===== config.mk =====
export PLATFORM = sky130hd
export DESIGN_NAME = wake_input_cond
export DESIGN_NICKNAME = d
export VERILOG_FILES = /design/src/rtl/wake_input_pkg.sv /design/src/rtl/wake_sync.sv /design/src/rtl/wake_debounce.sv /design/src/rtl/wake_event.sv /design/src/rtl/wake_input_cond.sv
export SDC_FILE = /design/constraint.sdc
export NUM_CORES = 1
export LEC_CHECK = 0
export ABC_AREA = 1
export ABC_CLOCK_PERIOD_IN_PS = 1600
export BUFFER_PORTS_ARGS = -buffer_cell sky130_fd_sc_hd__buf_4
export CORE_AREA = 2 2 39 41
export DETAILED_ROUTE_END_ITERATION = 12
export DIE_AREA = 0 0 41 43
export GPL_TIMING_DRIVEN = 1
export PLACE_DENSITY_LB_ADDON = 0.12
export SKIP_LAST_GASP = 1
export SYNTH_ARGS = -nofsm -noshare
export SYNTH_HDL_FRONTEND = slang
export SYNTH_SLANG_ARGS = --single-unit

===== constraint.sdc =====
create_clock -name clk -period 1.6 [get_ports clk]
set_input_delay 0.24 -clock clk [delete_from_list [all_inputs] [get_ports clk]]
set_output_delay 0.24 -clock clk [all_outputs]
set_load 0.005 [all_outputs]

===== src/rtl/wake_input_pkg.sv =====
package wake_input_pkg;
  localparam int unsigned SYNC_STAGES_DEF = 2;
  localparam int unsigned WINDOW_TICKS_DEF = 16;

  typedef enum logic {
    DIR_FALL = 1'b0,
    DIR_RISE = 1'b1
  } edge_dir_e;
endpackage


===== src/rtl/wake_sync.sv =====
module wake_sync #(
  parameter int unsigned STAGES = 2
) (
  input  logic clk,
  input  logic rst_n,
  input  logic d_in,
  output logic d_out
);
  logic [STAGES-1:0] chain_q;
  logic [STAGES-1:0] chain_d;

  generate
    for (genvar i = 0; i < STAGES; i++) begin : g_stage
      if (i == 0) begin : g_first
        assign chain_d[i] = d_in;
      end else begin : g_rest
        assign chain_d[i] = chain_q[i-1];
      end
    end
  endgenerate

  always_ff @(posedge clk or negedge rst_n) begin
    if (!rst_n) chain_q <= '0;
    else        chain_q <= chain_d;
  end

  assign d_out = chain_q[STAGES-1];
endmodule


===== src/rtl/wake_debounce.sv =====
module wake_debounce #(
  parameter int unsigned WINDOW = 16,
  parameter int unsigned PRIME  = 3
) (
  input  logic clk,
  input  logic rst_n,
  input  logic tick_en,
  input  logic sync_in,
  output logic level,
  output logic flip_pulse
);
  localparam int unsigned CW = (WINDOW > 1) ? $clog2(WINDOW) : 1;
  localparam int unsigned PW = $clog2(PRIME + 1);
  localparam logic [CW-1:0] CNT_LAST = CW'(WINDOW - 1);
  localparam logic [PW-1:0] PRIME_DONE = PW'(PRIME);

  logic [CW-1:0] cnt_q, cnt_d;
  logic [PW-1:0] prime_q, prime_d;
  logic          lvl_q, lvl_d;
  logic          flip_q, flip_d;
  logic          primed;

  assign primed = (prime_q == PRIME_DONE);

  always_comb begin
    cnt_d   = cnt_q;
    prime_d = prime_q;
    lvl_d   = lvl_q;
    flip_d  = 1'b0;
    if (!primed) begin
      lvl_d   = sync_in;
      prime_d = prime_q + 1'b1;
      cnt_d   = '0;
    end else if (sync_in == lvl_q) begin
      cnt_d = '0;
    end else if (tick_en) begin
      if (cnt_q == CNT_LAST) begin
        lvl_d  = ~lvl_q;
        cnt_d  = '0;
        flip_d = 1'b1;
      end else begin
        cnt_d = cnt_q + 1'b1;
      end
    end
  end

  always_ff @(posedge clk or negedge rst_n) begin
    if (!rst_n) begin
      cnt_q   <= '0;
      prime_q <= '0;
      lvl_q   <= 1'b0;
      flip_q  <= 1'b0;
    end else begin
      cnt_q   <= cnt_d;
      prime_q <= prime_d;
      lvl_q   <= lvl_d;
      flip_q  <= flip_d;
    end
  end

  assign level      = lvl_q;
  assign flip_pulse = flip_q;


  deb_tick_chk: assert property (@(posedge clk) disable iff (!rst_n)
    ($past(primed) && (lvl_q != $past(lvl_q))) |-> $past(tick_en));


  deb_differ_chk: assert property (@(posedge clk) disable iff (!rst_n)
    ($past(primed) && (lvl_q != $past(lvl_q))) |-> ($past(sync_in) != $past(lvl_q)));
endmodule


===== src/rtl/wake_event.sv =====
module wake_event
  import wake_input_pkg::*;
(
  input  logic clk,
  input  logic rst_n,
  input  logic flip_pulse,
  input  logic level,
  input  logic edge_sel,
  input  logic func_sel,
  input  logic evt_en,
  input  logic evt_ack,
  output logic status,
  output logic irq
);
  edge_dir_e dir;
  logic      hit;
  logic      st_q, st_d;

  assign dir = edge_dir_e'(edge_sel);
  assign hit = flip_pulse && func_sel && (level == logic'(dir));

  always_comb begin
    st_d = st_q;
    if (hit)          st_d = 1'b1;
    else if (evt_ack) st_d = 1'b0;
  end

  always_ff @(posedge clk or negedge rst_n) begin
    if (!rst_n) st_q <= 1'b0;
    else        st_q <= st_d;
  end

  assign status = st_q;
  assign irq    = st_q & evt_en;


  evt_func_chk: assert property (@(posedge clk) disable iff (!rst_n)
    $rose(st_q) |-> $past(flip_pulse && func_sel));


  evt_dir_chk: assert property (@(posedge clk) disable iff (!rst_n)
    $rose(st_q) |-> ($past(level) == $past(edge_sel)));


  evt_sticky_chk: assert property (@(posedge clk) disable iff (!rst_n)
    (st_q && !evt_ack) |=> st_q);
endmodule


===== src/rtl/wake_input_cond.sv =====
module wake_input_cond
  import wake_input_pkg::*;
#(
  parameter int unsigned SYNC_STAGES  = SYNC_STAGES_DEF,
  parameter int unsigned WINDOW_TICKS = WINDOW_TICKS_DEF
) (
  input  logic clk,
  input  logic rst_n,
  input  logic tick_en,
  input  logic pin_raw,
  input  logic edge_sel,
  input  logic evt_en,
  input  logic func_sel,
  input  logic evt_ack,
  output logic level_out,
  output logic evt_status,
  output logic irq
);
  localparam int unsigned PRIME_CYCLES = SYNC_STAGES + 1;

  logic pin_sync;
  logic deb_level;
  logic deb_flip;

  wake_sync #(.STAGES(SYNC_STAGES)) u_sync (
    .clk   (clk),
    .rst_n (rst_n),
    .d_in  (pin_raw),
    .d_out (pin_sync)
  );

  wake_debounce #(.WINDOW(WINDOW_TICKS), .PRIME(PRIME_CYCLES)) u_deb (
    .clk        (clk),
    .rst_n      (rst_n),
    .tick_en    (tick_en),
    .sync_in    (pin_sync),
    .level      (deb_level),
    .flip_pulse (deb_flip)
  );

  wake_event u_evt (
    .clk        (clk),
    .rst_n      (rst_n),
    .flip_pulse (deb_flip),
    .level      (deb_level),
    .edge_sel   (edge_sel),
    .func_sel   (func_sel),
    .evt_en     (evt_en),
    .evt_ack    (evt_ack),
    .status     (evt_status),
    .irq        (irq)
  );

  assign level_out = func_sel ? deb_level : pin_sync;


  irq_enable_chk: assert property (@(posedge clk) disable iff (!rst_n)
    irq |-> (evt_status && evt_en));
endmodule


# Yosys cells after proc, flatten, opt, wreduce, memory -nomap -nowiden
# Cells that the tools add are included.
totals:
  reg_bits: 11
  out_inout_bits: 3
  wordCells: 37
classes:
  addsub: 2
  eq_ne: 8
  n_mux: 15
  bitwise: 2
  n_reduce_logical: 4
ops:
  columns: ["operator", "n"]
  rows:
  - ["$mux W4", 4]
  - ["$mux W1", 11]
  - ["$ne A2 B2 Y1 const B", 3]
  - ["$add A4 B1 Y4 const B", 1]
  - ["$eq A4 B4 Y1 const B", 1]
  - ["$ne A3 B3 Y1 const B", 1]
  - ["$reduce_and A3 Y1", 1]
  - ["$add A2 B1 Y2 const B", 1]
  - ["$eq A1 B1 Y1", 2]
  - ["$eq A2 B2 Y1 const B", 1]
  - ["$logic_and A1 B1 Y1", 2]
  - ["$reduce_bool A2 Y1", 1]
  - ["$and A1 B1 Y1", 1]
  - ["$not A1 Y1", 1]

# Longest topological paths before layout
depth:
  ltp_word: 5
  ltp_mapped: 8
  mapped_depth_nobuf: 8

# Cells and area by module
# A second synthesis with hierarchy kept.
unflattened:
  cells_unflattened: 68
  hier_area_um2: 560.5
modules_own_cells:
  columns: ["mod", "n_inst", "cells_per_inst", "area_per_inst_um2", "seq_area_each_um2"]
  rows:
  - ["wake_debounce", 1, 49, 424.2, 200.2]
  - ["wake_event", 1, 13, 71.3, 25.0]
  - ["wake_sync", 1, 2, 50.0, 50.0]
  - ["wake_input_cond", 1, 4, 15.0, 0.0]

# Least setup slack after synthesis
# Ideal clock, no wire load.
synth_path:
  kind: "register to register"
  start: "register u_deb.prime_q[0]"
  end: "register u_deb.cnt_q[3]"
  arrival_time_ns: 0.999
  setup_slack_ns: 0.485
  stages_incl_launch_ff: 8
  path_buffers: 0
  path_cell_list: "dfrtp_1 > ha_1 > inv_2 > nor2_4 > nand3_2 > nand2_2 > nor2_1 > nor2_1"
synth_via:
  elab_chain_len: 2
  word_cells_on_any_way: 3
  cone_classes: "eq/ne (2); mux (1)"
synth_lines:
  columns: ["item", "line_no", "source"]
  rows:
  - ["start: declaration", "wake_debounce.sv:18", "logic [PW-1:0] prime_q, prime_d;"]
  - ["start signal: assignment", "wake_debounce.sv:55", "prime_q <= prime_d;"]
  - ["$eq A2 B2 Y1 *", "wake_debounce.sv:23", "assign primed = (prime_q == PRIME_DONE);"]
  - ["$ne A3 B3 Y1 (no line) / $mux W4 (equally long branches)", null, null]
  - ["end signal: assignment", "wake_debounce.sv:54", "cnt_q <= cnt_d;"]
  - ["end: declaration", "wake_debounce.sv:17", "logic [CW-1:0] cnt_q, cnt_d;"]
# Every way passes the cells marked *; elsewhere a longest branch is shown, timed or not.
# A chain may end at the register's enable or synchronous reset.

# Worst setup path after layout
# Ends and elaborated chain as after synthesis.

==> impl_metrics.env <==
export IMPL_fin_setup_tns_ns=0
export IMPL_clock_skew_ns=0.00132
export IMPL_cts_buffer_depth=2
export IMPL_ctsHoldBuffers=1
export IMPL_cts_tree="yes"
export IMPL_area_growth_syn_to_layout_pct=24.4
export IMPL_synth_warnings=0
export IMPL_hp_class="input port to flip-flop"
export IMPL_ios=11
export IMPL_drive_gt1_share_pct=26.9
export IMPL_cp_data_required_time_ns=1.77
export IMPL_leakagePower_uw=0.000349
export IMPL_synth_fp_nets=73
export IMPL_cts_buffers=3
export IMPL_worst_setup_path_start_kind="flip-flop"
export IMPL_cts_sinks=11
export IMPL_start_util_pct=38.9
export IMPL_die_y_um=43
export IMPL_power_density_mw_per_mm2=834
export IMPL_yosysUniqueCellTypes=18
export IMPL_grt_pass1_wl_um=1640
export IMPL_post_cts_buffers=0
export IMPL_layout_commonest_cell="nand2_1"
export IMPL_fill_cells=123
export IMPL_fp_dieArea_sq_mm=0.00176
export IMPL_arrival_ns=1.41
export IMPL_whs_ns=0.0717
export IMPL_ys_seq_elements=11
export IMPL_r2r_slack_ns=0.36
export IMPL_slew_headroom_pct=84.0
export IMPL_syn_inst=63
export IMPL_finalInstanceArea_sq_um=669
export IMPL_highest_layer="met4"
export IMPL_detail_route_vias_per_cell=4.57
export IMPL_final_cell_mix="14 x nand2_1, 11 x dfrtp_1, 10 x buf_4"
export IMPL_ctsResizeCount=0
export IMPL_wl_per_cell_um=10.3
export IMPL_synth_top_area_cell="dfrtp_1"
export IMPL_crit_slowest_cell="dfrtp_1"
export IMPL_antenna_found_initial=0
export IMPL_critPathKind="flip-flop to flip-flop"
export IMPL_grt_pass1_vias=430
export IMPL_layout_nets=89
export IMPL_antenna_diode_count=0
export IMPL_cp_buffers_inverters=1
export IMPL_finalHoldViolations=0
export IMPL_ys_seq_area_share_pct=51.2
export IMPL_post_route_drc_count=0
export IMPL_die_w_um=41
export IMPL_cts_root_buf="clkbuf_4"
export IMPL_path_max_fanout=4
export IMPL_clkTransAtPathRegs_ns=0.07
export IMPL_wl_um=971
export IMPL_period_share_pct=77.8
export IMPL_m1WireLength_um=454
export IMPL_grt_max_degree=12
export IMPL_wl_met2_um=458
export IMPL_place_inst=89
export IMPL_period_needed_ns=1.24
export IMPL_drtPass1Iterations=4
export IMPL_ys_top_cells_by_area="dfrtp_1 51%, nand2_1 9.8%, inv_1 6.3%, nor2_1 5.6%, ha_1 4.7%"
export IMPL_wl_met3_um=43
export IMPL_dp_hpwl_um=741
export IMPL_vias=430
export IMPL_synth_area_per_cell_sq_um=8.54
export IMPL_worstSkewPairLatency_ns=0.27
export IMPL_io_buffers=10
export IMPL_core_sq_mm=0.00138
export IMPL_tightest_slew_ns=0.238
export IMPL_placed_cell_area_sq_um=633
export IMPL_final_cells=94
export IMPL_rsz0062_at_grt="no"
export IMPL_first_iter_violations=6
export IMPL_crit_chain="ha_1 -> inv_2 -> nor2_4 -> nand3_2 -> nand2_2 -> nand2_1 -> nand2_1 -> nor2_1"
export IMPL_synth_top_cell_area_share_pct=51.2
export IMPL_cp_top_family="simple AND/OR/NAND/NOR gates"
export IMPL_gp_congestion=0.750
export IMPL_grt_ovfl_total=0
export IMPL_maxCapViolCount=0
export IMPL_critPathMostFrequentCell="nand2_1"
export IMPL_rows=14
export IMPL_slew_viol_final=0
export IMPL_grt_total_usage_pct=14.2
export IMPL_h_tree_depth=1
export IMPL_synth_area_sq_um=538
export IMPL_fmax_mhz=804
export IMPL_crit_path_end_kind="flip-flop"
export IMPL_cpPeakStageDelay_ns=0.37
export IMPL_peakVddDrop_v=0.000519
export IMPL_setup_viol=0
export IMPL_run_status="finished, final reports clean"
export IMPL_drtAntennaViolNets=0
==> stage by stage <==
stage	power [uW]	worst slack, ns	utilization [%]
after CTS	567	0.356	48.4
after global placement	370	0.375	45.8
final	558	0.356	48.4
after global routing	589	0.254	48.4
after detailed placement	369	0.367	45.8
after floorplan	337	0.485	-
==> cell type report <==
cell class | count | area (sq um) | area share [%]
inverter | 11 | 41.3 | 6.17
sequential | 11 | 275 | 41.1
clock buffer | 4 | 26.3 | 3.93
multi-input combinational | 41 | 221 | 33.1
timing repair buffer | 11 | 85.1 | 12.7
tap | 16 | 20.0 | 2.99
==> power breakdown <==
part | total [uW] | switching (uW) | internal, uW
Clock | 192 | 95.8 | 96.6
Combinational | 68.0 | 36.4 | 31.6
Sequential | 298 | 8.72 | 289
==> flip-flops by register name (all words and copies together) (netlist names) <==
signal and count:
u_deb.cnt_q 4, u_deb.flip_pulse 1, u_deb.level 1, u_deb.prime_q 2, u_evt.status 1, u_sync.chain_q 2
==> kinds of logic (layout without fill, tap and decap cells) <==
| group | Yosys count | after routing | share of synthesized area [%] |
|---|---|---|---|
| DFF | 11 | 11 | 51.2 |
| adders and majority gates | 2 | 2 | 4.65 |
| xor gates and xnor gates | 1 | 1 | 1.63 |
| AOI/OAI and AO/OA | 8 | 8 | 9.07 |
| buffers and inverters | 11 | 26 | 7.67 |
| and+or+nand+nor | 30 | 30 | 25.8 |
==> cells in the mapped netlist, drive strengths merged <==
cell type  number
nor2           10
o21ai           5
a21oi           1
xnor2           1
o22ai           2
nand3           3
dfrtp          11
nand2          16
nand4           1
ha              2
inv            11
==> final timing paths <==
kind                       cells past startpoint                          from                           to
max                                            8  u_deb.prime_q[0]$_DFFE_PN0N_   u_deb.cnt_q[3]$_DFFE_PN0P_
min                                            1                       pin_raw  u_sync.chain_q[0]$_DFF_PN0_
max reg2reg                                    8  u_deb.prime_q[0]$_DFFE_PN0N_   u_deb.cnt_q[3]$_DFFE_PN0P_
min reg2reg                                    0   u_sync.chain_q[0]$_DFF_PN0_  u_sync.chain_q[1]$_DFF_PN0_
max in group asynchronous                      2                         rst_n   u_deb.cnt_q[2]$_DFFE_PN0P_
min in group asynchronous                      2                         rst_n     u_evt.status$_DFFE_PN0P_
==> metal layers <==
metal | GRT usage [%] | vias to the layer above
li1 | - | 225
met2 | 21.6 | 8
met5 | 0 | -
met3 | 4.71 | 2
met4 | 8.00 | 0
met1 | 16.8 | 195
(Power assumes the default switching activity.)
